### config.mk
export PLATFORM = sky130hd
export DESIGN_NAME = wdg_top
export DESIGN_NICKNAME = d
export VERILOG_FILES = /design/src/rtl/wdg_pkg.sv /design/src/rtl/wdg_limits.sv /design/src/rtl/wdg_counter.sv /design/src/rtl/wdg_event.sv /design/src/rtl/wdg_top.sv
export SDC_FILE = /design/constraint.sdc
export NUM_CORES = 1
export LEC_CHECK = 0
export BUFFER_PORTS_ARGS = -buffer_cell sky130_fd_sc_hd__clkbuf_2
export CORE_MARGIN = 1.5
export CORE_UTILIZATION = 55
export CTS_CLUSTER_DIAMETER = 150
export DETAILED_ROUTE_END_ITERATION = 6
export HOLD_SLACK_MARGIN = 0.15
export PLACE_DENSITY = 0.79
export SLEW_MARGIN = 10
export SYNTH_ARGS = -nofsm -noshare
export SYNTH_HDL_FRONTEND = slang
export SYNTH_SLANG_ARGS = --single-unit
### constraint.sdc
create_clock -name clk -period 8.65 [get_ports clk]
set_input_delay 0.4325 -clock clk [delete_from_list [all_inputs] [get_ports clk]]
set_output_delay 0.4325 -clock clk [all_outputs]
set_load 0.1 [all_outputs]
### src/rtl/wdg_pkg.sv
// Package wdg_pkg: shared constants and helpers for the watchdog.
// Assumes the postscaler code is 5 bits wide and the window code 2 bits.
package wdg_pkg;
    localparam int PS_W  = 5;
    localparam int WIN_W = 2;

    // Window size in eighths of the period for each window code.
    function automatic logic [2:0] win_eighths(input logic [WIN_W-1:0] code);
        case (code)
            2'b11:   win_eighths = 3'd2;
            2'b10:   win_eighths = 3'd3;
            2'b01:   win_eighths = 3'd4;
            default: win_eighths = 3'd6;
        endcase
    endfunction
endpackage

### src/rtl/wdg_limits.sv
// Module wdg_limits: turns the postscaler and window straps into the last
// count of the period and the count at which the service window opens.
// Assumes TICKS_PER_BASE >= 2 and PS_MAX < 2**PS_W.
module wdg_limits
    import wdg_pkg::*;
#(
    parameter int TICKS_PER_BASE = 32,
    parameter int PS_MAX         = 20,
    parameter int CNT_W          = 26
) (
    input  logic [PS_W-1:0]  ps_code_i,
    input  logic [WIN_W-1:0] win_size_i,
    output logic [CNT_W-1:0] last_o,
    output logic [CNT_W-1:0] thr_o
);
    localparam int WIDE_W = CNT_W + 3;
    localparam logic [PS_W-1:0] PS_CAP = PS_W'(PS_MAX);

    logic [PS_W-1:0]   ps_eff;
    logic [WIDE_W-1:0] period_w;
    logic [WIDE_W-1:0] win_len_w;

    // Clamp the code, build the period and the window threshold.
    always_comb begin
        ps_eff    = (ps_code_i > PS_CAP) ? PS_CAP : ps_code_i;
        period_w  = WIDE_W'(TICKS_PER_BASE) << ps_eff;
        win_len_w = (period_w * WIDE_W'(win_eighths(win_size_i))) >> 3;
        last_o    = CNT_W'(period_w - WIDE_W'(1));
        thr_o     = CNT_W'(period_w - win_len_w);
    end
endmodule

### src/rtl/wdg_counter.sv
// Module wdg_counter: the tick counter with clear, hold and window logic.
// Flags expiry and early-clear faults combinationally for the event stage.
// Assumes last_i >= 1 and thr_i <= last_i.
module wdg_counter #(
    parameter int CNT_W = 26
) (
    input  logic             clk,
    input  logic             rst_n,
    input  logic             tick_i,
    input  logic             en_i,
    input  logic             win_mode_i,
    input  logic             clr_i,
    input  logic             dbg_clr_i,
    input  logic             irq_wake_i,
    input  logic             debug_i,
    input  logic [CNT_W-1:0] last_i,
    input  logic [CNT_W-1:0] thr_i,
    output logic [CNT_W-1:0] count_o,
    output logic             expire_o,
    output logic             viol_o
);
    logic [CNT_W-1:0] cnt_q;
    logic             win_open;
    logic             any_clr;

    // Decide this cycle's fault, expiry and clear conditions.
    always_comb begin
        win_open = (cnt_q >= thr_i);
        viol_o   = en_i && win_mode_i && clr_i && !win_open;
        any_clr  = clr_i || dbg_clr_i || irq_wake_i;
        expire_o = en_i && tick_i && !debug_i && !any_clr && (cnt_q == last_i);
    end

    // Advance, hold or zero the tick count.
    always_ff @(posedge clk) begin
        if (!rst_n || !en_i || any_clr || expire_o) begin
            cnt_q <= '0;
        end else if (tick_i && !debug_i) begin
            cnt_q <= cnt_q + CNT_W'(1);
        end
    end

    assign count_o = cnt_q;
endmodule

### src/rtl/wdg_event.sv
// Module wdg_event: registers one-cycle output pulses and routes an expiry
// to a reset request or a non-maskable wake according to power mode.
// Assumes expire_i and viol_i are single-cycle conditions.
module wdg_event (
    input  logic clk,
    input  logic rst_n,
    input  logic expire_i,
    input  logic viol_i,
    input  logic sleep_i,
    input  logic idle_i,
    output logic timeout_o,
    output logic rst_req_o,
    output logic nmi_o,
    output logic win_err_o
);
    logic low_pwr;

    // Any power-saving mode turns an expiry into a wake event.
    assign low_pwr = sleep_i || idle_i;

    // Register the pulses.
    always_ff @(posedge clk) begin
        if (!rst_n) begin
            timeout_o <= 1'b0;
            rst_req_o <= 1'b0;
            nmi_o     <= 1'b0;
            win_err_o <= 1'b0;
        end else begin
            timeout_o <= expire_i;
            rst_req_o <= (expire_i && !low_pwr) || viol_i;
            nmi_o     <= expire_i && low_pwr;
            win_err_o <= viol_i;
        end
    end
endmodule

### src/rtl/wdg_top.sv
// Module wdg_top: windowed watchdog with postscaler. Holds the software
// enable and window bits, and joins the limit, counter and event stages.
// Assumes straps are stable outside reset and TICKS_PER_BASE >= 2.
module wdg_top
    import wdg_pkg::*;
#(
    parameter int TICKS_PER_BASE = 32,
    parameter int PS_MAX         = 20,
    parameter int CNT_W          = $clog2(TICKS_PER_BASE) + PS_MAX + 1
) (
    input  logic             clk,
    input  logic             rst_n,
    input  logic             tick_i,
    input  logic             strap_force_en_i,
    input  logic             strap_win_en_i,
    input  logic [1:0]       strap_win_size_i,
    input  logic [4:0]       strap_ps_i,
    input  logic             cfg_we_i,
    input  logic             cfg_on_i,
    input  logic             cfg_win_i,
    input  logic             clr_i,
    input  logic             sleep_i,
    input  logic             idle_i,
    input  logic             debug_i,
    input  logic             dbg_clr_i,
    input  logic             irq_wake_i,
    output logic             en_o,
    output logic             win_mode_o,
    output logic [CNT_W-1:0] count_o,
    output logic             timeout_o,
    output logic             rst_req_o,
    output logic             nmi_o,
    output logic             win_err_o
);
    logic             sw_on_q;
    logic             sw_win_q;
    logic [CNT_W-1:0] last_w;
    logic [CNT_W-1:0] thr_w;
    logic             expire_w;
    logic             viol_w;

    // Software enable and window bits, both cleared by reset.
    always_ff @(posedge clk) begin
        if (!rst_n) begin
            sw_on_q  <= 1'b0;
            sw_win_q <= 1'b0;
        end else if (cfg_we_i) begin
            sw_on_q  <= cfg_on_i;
            sw_win_q <= cfg_win_i;
        end
    end

    // Straps override the software bits.
    assign en_o       = strap_force_en_i || sw_on_q;
    assign win_mode_o = strap_win_en_i || sw_win_q;

    wdg_limits #(
        .TICKS_PER_BASE (TICKS_PER_BASE),
        .PS_MAX         (PS_MAX),
        .CNT_W          (CNT_W)
    ) limits_i (
        .ps_code_i  (strap_ps_i),
        .win_size_i (strap_win_size_i),
        .last_o     (last_w),
        .thr_o      (thr_w)
    );

    wdg_counter #(
        .CNT_W (CNT_W)
    ) counter_i (
        .clk        (clk),
        .rst_n      (rst_n),
        .tick_i     (tick_i),
        .en_i       (en_o),
        .win_mode_i (win_mode_o),
        .clr_i      (clr_i),
        .dbg_clr_i  (dbg_clr_i),
        .irq_wake_i (irq_wake_i),
        .debug_i    (debug_i),
        .last_i     (last_w),
        .thr_i      (thr_w),
        .count_o    (count_o),
        .expire_o   (expire_w),
        .viol_o     (viol_w)
    );

    wdg_event event_i (
        .clk       (clk),
        .rst_n     (rst_n),
        .expire_i  (expire_w),
        .viol_i    (viol_w),
        .sleep_i   (sleep_i),
        .idle_i    (idle_i),
        .timeout_o (timeout_o),
        .rst_req_o (rst_req_o),
        .nmi_o     (nmi_o),
        .win_err_o (win_err_o)
    );
endmodule

==> key figures, run 1 <==
Timing
  – Fin Hold WS: 0.390 ns
  – Final Setup Violations: 0
  – Final worst path period need: 7.48 ns
  – Hold Fails Final Rpt: 0
  – RSZ-0062 raised after global routing: no
  – Max Clock Freq: 134 MHz
  – Fin. max-slew vios: 0
  – Worst-margin pin slew: 0.855 ns
  – Period Utilization, post-route: 0.865
  – Setup slack after layout: 1.17 ns
  – Final total negative setup slack: 0 ns
  – Slew margin rel.: 0.424
  – Clock Skew: 0.00486 ns

Run status
  – Outcome: finished, final reports clean

Logic synthesis
  – Distinct cell type count after synthesis: 64
  – Avg Cell Area, Syn: 7.57 µm²
  – Register area share after synthesis: 0.115
  – Yosys warns: 0
  – Ys async rst share: 0
  – Count leader, synth: nor2_1
  – Cell Area, Synth: 5570 µm²
  – Post-synth EDFFs: 0
  – Post-synth top area share: 0.157
  – Syn Inst Count: 735
  – Synth top area cells: ha_1 16%, dfxtp_1 12%, fa_1 7.9%
  – Yosys top cell by area: ha_1
  – Register bit total from synthesis: 32
  – Ys flop type: dfxtp_1
  – Post-synth top cells: 74 x nor2_1, 70 x ha_1, 62 x nand2_1, 61 x inv_1, 42 x xor2_1

Hold path
  – Hold path cells: 3
  – Hold WC Path Type: in2reg

Setup path
  – Critical-path top delay cell: fa_1
  – Critical path class: in2reg
  – CP arrival: 7.67 ns
  – Crit path required time: 8.84 ns
  – Crit-path max FO: 19
  – Critical Path Start Type: input pin
  – CP Capture Type: flip-flop
  – Crit-path max cell delay: 0.54 ns
  – Reg2Reg Depth: 7

Clock network
  – Root buffer cell: clkbuf_8
  – Hold Buf Count CTS: 0
  – Worst-skew pair later-pin latency: 0.29 ns
  – H-Tree Depth: 2
  – Post-CTS Repair Setup Buffers: 0
  – Post-CTS Resized: 0
  – CTS Sinks: 32
  – CTS clk-pin slew, worst paths: 0.07 ns
  – TritonCTS clock tree: yes
  – TritonCTS Buffers: 5
  – Longest Clk Path Bufs: 2

Routing
  – WL met3: 904 µm
  – Wire per inst: 15.7 µm
  – DRT Pass-1 Iters: 5
  – Drc violations: 0
  – Met2 routed WL: 6770 µm
  – Routed vias/inst: 5.95
  – Metal-1 WL: 6170 µm
  – Final ANT Viol Nets: 0
  – Top sig layer: met4
  – DRT iter0 DRCs: 423
  – Final wirelength: 14200 µm
  – Via Count: 5397

Die
  – Die ar.: 10700 µm²
  – Die W: 104 µm
  – Die H: 104 µm
  – Core Box Area: 9770 µm²
  – Starting density of the core: 0.569
  – Standard-cell rows: 36
  – Ports: 53

Cells and area
  – Fin util: 0.616
  – Final nets: 886
  – Share of post-route cells with drive strength above 1: 0.107
  – N_diodes: 0
  – Non-Filler Cell Area, Final: 6020 µm²
  – Area delta synth->final: 8.16%
  – Fill cells: 896
  – Non-filler cells, final: 907

Pwr
  – Clock Power Share: 0.310
  – P_sw: 0.179 mW
  – Pint: 0.332 mW
  – Logic pwr share: 0.400
  – Seq pwr share: 0.290
  – Net Sw Frac: 0.351
  – VDD IR max: 0.0782 mV
  – P_leak: 2.85 nW
  – Final Power: 0.512 mW
  – Power Density: 85.0 nW/µm²

Placed design
  – PortBufs: 52
  – Post-DP Area: 5890 µm²
  – Dpl cells: 899
  – Dpl ws: 1.00 ns
  – Dpl hpwl: 11500 µm
  – Gpl congestion: 0.942

Global routing
  – Initial antenna violation count: 0
  – Tot GR Track Use: 0.268
  – Number of global-route vias before repair: 5291
  – Largest net degree at the start of global routing: 27
  – Final global-route overflow total: 0
  – First-pass GRT wire length: 24100 µm

Run
  – Max cap viols: 0
[logic make-up after synthesis]
family | Yosys count | share of synthesized area
AND/OR/NAND/NOR | 284 | 0.252
AO/OA/AOI/OAI | 151 | 0.190
adder cells (fa/ha/maj) | 92 | 0.237
buffers and inverters | 86 | 0.0629
XOR/XNOR | 82 | 0.129
flip-flops | 32 | 0.115
multiplexers | 7 | 0.0135
other | 1 | 0.000674
[power by group through the flow]
stage / sequential (mW) / combinational (mW) / clock [mW]
finish: 0.149 / 0.205 / 0.158
global placement: 0.152 / 0.193 / 0
floorplan: 0.155 / 0.156 / 0
CTS: 0.149 / 0.202 / 0.161
detailed placement: 0.152 / 0.200 / 0
global route: 0.149 / 0.227 / 0.166
[flip-flops by register name, summed over array words and instances, names as in the netlist]
register and flops:
event_i.rst_req_o 1, sw_win_q 1, event_i.nmi_o 1, counter_i.count_o 26
event_i.win_err_o 1, event_i.timeout_o 1, sw_on_q 1
[placed cells by master (no fill, tap or decap), drive strengths merged, types with 3 or more instances in the layout]
master and instances:
nor2 77, ha 70, nand2 62, inv 61, clkbuf 59, xor2 42, a21oi 41, xnor2 40
dfxtp 32, nand3 29, a21o 27, fa 22, nor3 21, o21ai 21, nand2b 17, nand4 15
or3 14, nor4 9, nor2b 9, o21a 9, and3 8, o21bai 7, a31oi 7, or2 6
and4 5, o31ai 4, mux2 4, a2111oi 4, or4 3, a211oi 3, o311ai 3, o41ai 3
o211ai 3, nand3b 3, and2 3, mux2i 3, conb 3, a311oi 3
[routing by layer]
metal  GRT usage  vias to the layer above
met1       0.344                     2526
met5           0                        -
met2       0.465                      179
li1            -                     2654
met4      0.0774                        0
met3      0.0428                       38
[area by class of cell]
| cell class | instances | area (µm²) | area share |
|---|---|---|---|
| Timing Repair Buffer | 54 | 275 | 0.0457 |
| Multi-Input combinational cell | 619 | 4580 | 0.761 |
| Clock inverter | 1 | 30.0 | 0.00499 |
| Inverter | 61 | 229 | 0.0380 |
| Clock buffer | 7 | 96.3 | 0.0160 |
| Sequential cell | 32 | 641 | 0.106 |
| Tap cell | 133 | 166 | 0.0276 |
[final timing paths]
path	from	slack, ns	to
min	clr_i	0.39	event_i.win_err_o
max	strap_ps_i[4]	1.17	event_i.rst_req_o
max reg2reg	counter_i.count_o[6]	5.80	counter_i.count_o[25]
min reg2reg	sw_win_q	0.52	sw_win_q
[worst max-delay path, delay by kind of cell]
family                   cells  cell delay [ns]
adder cells (fa/ha/maj)      5             1.83
AO/OA/AOI/OAI               13             2.96
AND/OR/NAND/NOR             10             1.91
buffers and inverters        3             0.45
XOR/XNOR                     1             0.08
No activity file was read; power rests on OpenSTA's default activity.
==> run 2, diff against run 1 <==
Settings changed: SYNTH_HIERARCHICAL set to 1.
==> key figures, run 2 <==
Run status
  – Outcome: finished, final reports clean

Logic synthesis
  – Synth Area in XOR/XNOR: 0.138 (+0.00897)
  – Cell Area, Synth: 5840 µm² (+4.9%)
  – Post-synth top area share: 0.152 (-0.00521)
  – Ys flop type: dfxtp_1
  – Post-synth top cells: 89 x inv_1, 80 x nand2_1, 77 x nor2_1, 71 x ha_1, 53 x xor2_1
  – Ys async rst share: 0 (unchanged)
  – Syn Inst Count: 793 (+7.9%)
  – Post-synth EDFFs: 0 (unchanged)
  – Synth Area in Simple Gates: 0.264 (+0.0120)
  – Count leader, synth: inv_1
  – Yosys warns: 6 (+6)
  – Adder-cell area share of the yosys netlist: 0.229 (-0.00719)
  – Largest family of logic cells by synthesized area: simple AND/OR/NAND/NOR gates
  – Register area share after synthesis: 0.110 (-0.00538)
  – Post-synthesis mux area share: 0.00857 (-0.00492)
  – Synth top area cells: ha_1 15%, dfxtp_1 11%, xor2_1 8.0%
  – Compound-Gate Fraction of Synth Area: 0.160 (-0.0294)
  – Yosys top cell by area: ha_1
  – Register bit total from synthesis: 32 (unchanged)
  – Distinct cell type count after synthesis: 63 (-1.6%)
  – Avg Cell Area, Syn: 7.36 µm² (-2.8%)

Routing
  – DRT Pass-1 Iters: 7 (+2)
  – Routed vias/inst: 5.57 (-6.4%)
  – Drc violations: 0 (unchanged)
  – Via Count: 5376 (-0.39%)
  – DRT iter0 DRCs: 339 (-20%)
  – Wire per inst: 13.8 µm (-12%)
  – Final ANT Viol Nets: 0 (unchanged)
  – Final wirelength: 13300 µm (-6.4%)

Cells and area
  – Most frequent cells in the layout: 89 x inv_1, 80 x nand2_1, 77 x nor2_1, 71 x ha_1, 53 x xor2_1
  – N_diodes: 0 (unchanged)
  – Max FFs per register: 26 (unchanged)
  – Most common cell after layout, fill and taps aside: inv_1
  – Share of post-route cells with drive strength above 1: 0.103 (-0.00470)
  – Fill cells: 974 (+8.7%)
  – Final nets: 942 (+6.3%)
  – Non-Filler Cell Area, Final: 6240 µm² (+3.6%)
  – Area delta synth->final: 6.82%

Die
  – Ports: 53 (unchanged)
  – Die H: 106 µm (+2.4%)
  – Core Box Area: 10300 µm² (+5.6%)
  – Standard-cell rows: 37 (+2.8%)
  – Die ar.: 11200 µm² (+4.8%)
  – Die W: 106 µm (+2.4%)
  – Starting density of the core: 0.566 (-0.00387)

Timing
  – Final total negative setup slack: 0 ns (unchanged)
  – Slew margin rel.: 0.488 (+0.0631)
  – Final worst path period need: 6.91 ns (-0.573 ns)
  – Clock Skew: 0.00381 ns (-0.00105 ns)
  – Worst-margin pin slew: 0.765 ns (-0.0905 ns)
  – Hold Fails Final Rpt: 0 (unchanged)
  – RSZ-0062 raised after global routing: no
  – Fin Hold WS: 0.380 ns (-0.00952 ns)
  – Final Setup Violations: 0 (unchanged)
  – Fin. max-slew vios: 0 (unchanged)
  – Max Clock Freq: 145 MHz (+8.3%)
  – Period Utilization, post-route: 0.798 (-0.0662)

Clock network
  – H-Tree Depth: 2 (unchanged)
  – Longest Clk Path Bufs: 2 (unchanged)
  – Hold Buf Count CTS: 0 (unchanged)
  – Post-CTS Repair Setup Buffers: 0 (unchanged)
  – CTS clk-pin slew, worst paths: 0.07 ns (about the same)
  – Post-CTS Resized: 0 (unchanged)
  – TritonCTS clock tree: yes
  – Worst-skew pair later-pin latency: 0.28 ns (about the same)
  – CTS Sinks: 32 (unchanged)
  – Root buffer cell: clkbuf_8
  – TritonCTS Buffers: 5 (unchanged)

Setup path
  – Number of cells on the critical path: 30 (-6.3%)
  – CP Capture Type: flip-flop
  – Reg2Reg Depth: 6 (-1)
  – CP arrival: 7.08 ns (-0.59 ns)
  – Crit path required time: 8.82 ns (-0.02 ns)
  – Most used cell, CP: inv_1
  – Crit-path max FO: 16 (-3)
  – Critical path class: in2reg
  – Critical Path Start Type: input pin
  – Crit path max-delay family: compound AO/OA/AOI/OAI gates
  – Critical-path top delay cell: fa_1
  – Buffers and inverters on the worst path: 4 (+1)
  – Crit-path max cell delay: 0.54 ns (about the same)

Placed design
  – Gpl congestion: 0.974 (+3.4%)
  – PortBufs: 52 (unchanged)
  – Post-DP Area: 6130 µm² (+4.0%)
  – Dpl hpwl: 10900 µm (-4.7%)

Global routing
  – Largest net degree at the start of global routing: 27 (unchanged)
  – Number of global-route vias before repair: 5000 (-5.5%)
  – Final global-route overflow total: 0 (unchanged)
  – Initial antenna violation count: 0 (unchanged)
  – Tot GR Track Use: 0.243 (-0.0247)
  – First-pass GRT wire length: 22800 µm (-5.1%)

Pwr
  – Power Density: 80.8 nW/µm² (-5.0%)
  – Clock Power Share: 0.277 (-0.033)
  – Net Sw Frac: 0.361 (+0.0108)
  – Seq pwr share: 0.295 (+0.005)
  – P_sw: 0.182 mW (+1.5%)
  – VDD IR max: 0.155 mV (+99%)
  – P_leak: 3.01 nW (+5.5%)
  – Logic pwr share: 0.428 (+0.028)
  – Pint: 0.322 mW (-3.2%)

Run
  – Max cap viols: 0 (unchanged)

Hold path
  – Hold path cells: 3 (unchanged)
  – Hold WC Path Type: in2reg
[run 2: changes by cell type after synthesis, moves of 7 or more]
cell and delta:
a21o_1 -13, o21ai_0 +12, nor3_1 -9, nand2_1 +18, xor2_1 +11, buf_4 +7
inv_1 +28, or3_1 +12
[run 2: per-layer routing]
layer,up-vias,share of wire,GRT usage
met5,-,0,0
met3,25,0.037,0.0104
met2,161,0.45,0.411
met1,2448,0.48,0.337
met4,0,0.025,0.0714
li1,2742,-,-
[run 2: per-stage QoR]
stage / power (mW) / util / worst slack (ns) / instances
6_report: 0.504 / 0.604 / 1.74 / 965
2_1_floorplan: 0.327 / - / 2.13 / 801
3_3_place_gp: 0.362 / 0.594 / 1.63 / 957
5_1_grt: 0.540 / 0.604 / 1.21 / 965
3_5_place_dp: 0.365 / 0.594 / 1.47 / 957
4_1_cts: 0.503 / 0.604 / 1.75 / 965
[run 2: kinds of logic after synthesis]
family / after synthesis
other: 2
XOR/XNOR: 92
AO/OA/AOI/OAI: 138
buffers and inverters: 123
multiplexers: 5
adder cells (fa/ha/maj): 94
AND/OR/NAND/NOR: 307
flip-flops: 32
[run 2: cell type report]
type                            instances  area [µm²]  share of cell area
Sequential cell                        32         641               0.103
Timing Repair Buffer                   53         268              0.0429
Clock buffer                            6        72.6              0.0116
Clock inverter                          2        35.0             0.00562
Inverter                               90         338              0.0542
Multi-Input combinational cell        646        4710               0.756
Tap cell                              136         170              0.0273
[run 2: worst paths after layout]
check,from,to,slack (ns)
worst max register to register,counter_i/count_o[17],counter_i/count_o[16],6.13
worst min register to register,sw_on_q,sw_on_q,0.53
worst max-delay path,strap_ps_i[2],event_i/rst_req_o,1.74
worst min-delay path,sleep_i,event_i/nmi_o,0.38
[run 2: power by group through the flow]
stage / Sequential, mW / Clock (mW) / Combinational [mW]
floorplan: 0.155 / 0 / 0.173
global placement: 0.152 / 0 / 0.210
detailed placement: 0.152 / 0 / 0.213
CTS: 0.149 / 0.140 / 0.214
global route: 0.149 / 0.148 / 0.244
finish: 0.149 / 0.139 / 0.216
[run 2: tightest hold or removal path, stage by stage]
cell and delay [ns]:
clkbuf_2 0.08, nor2_1 0.04, nor2_1 0.07
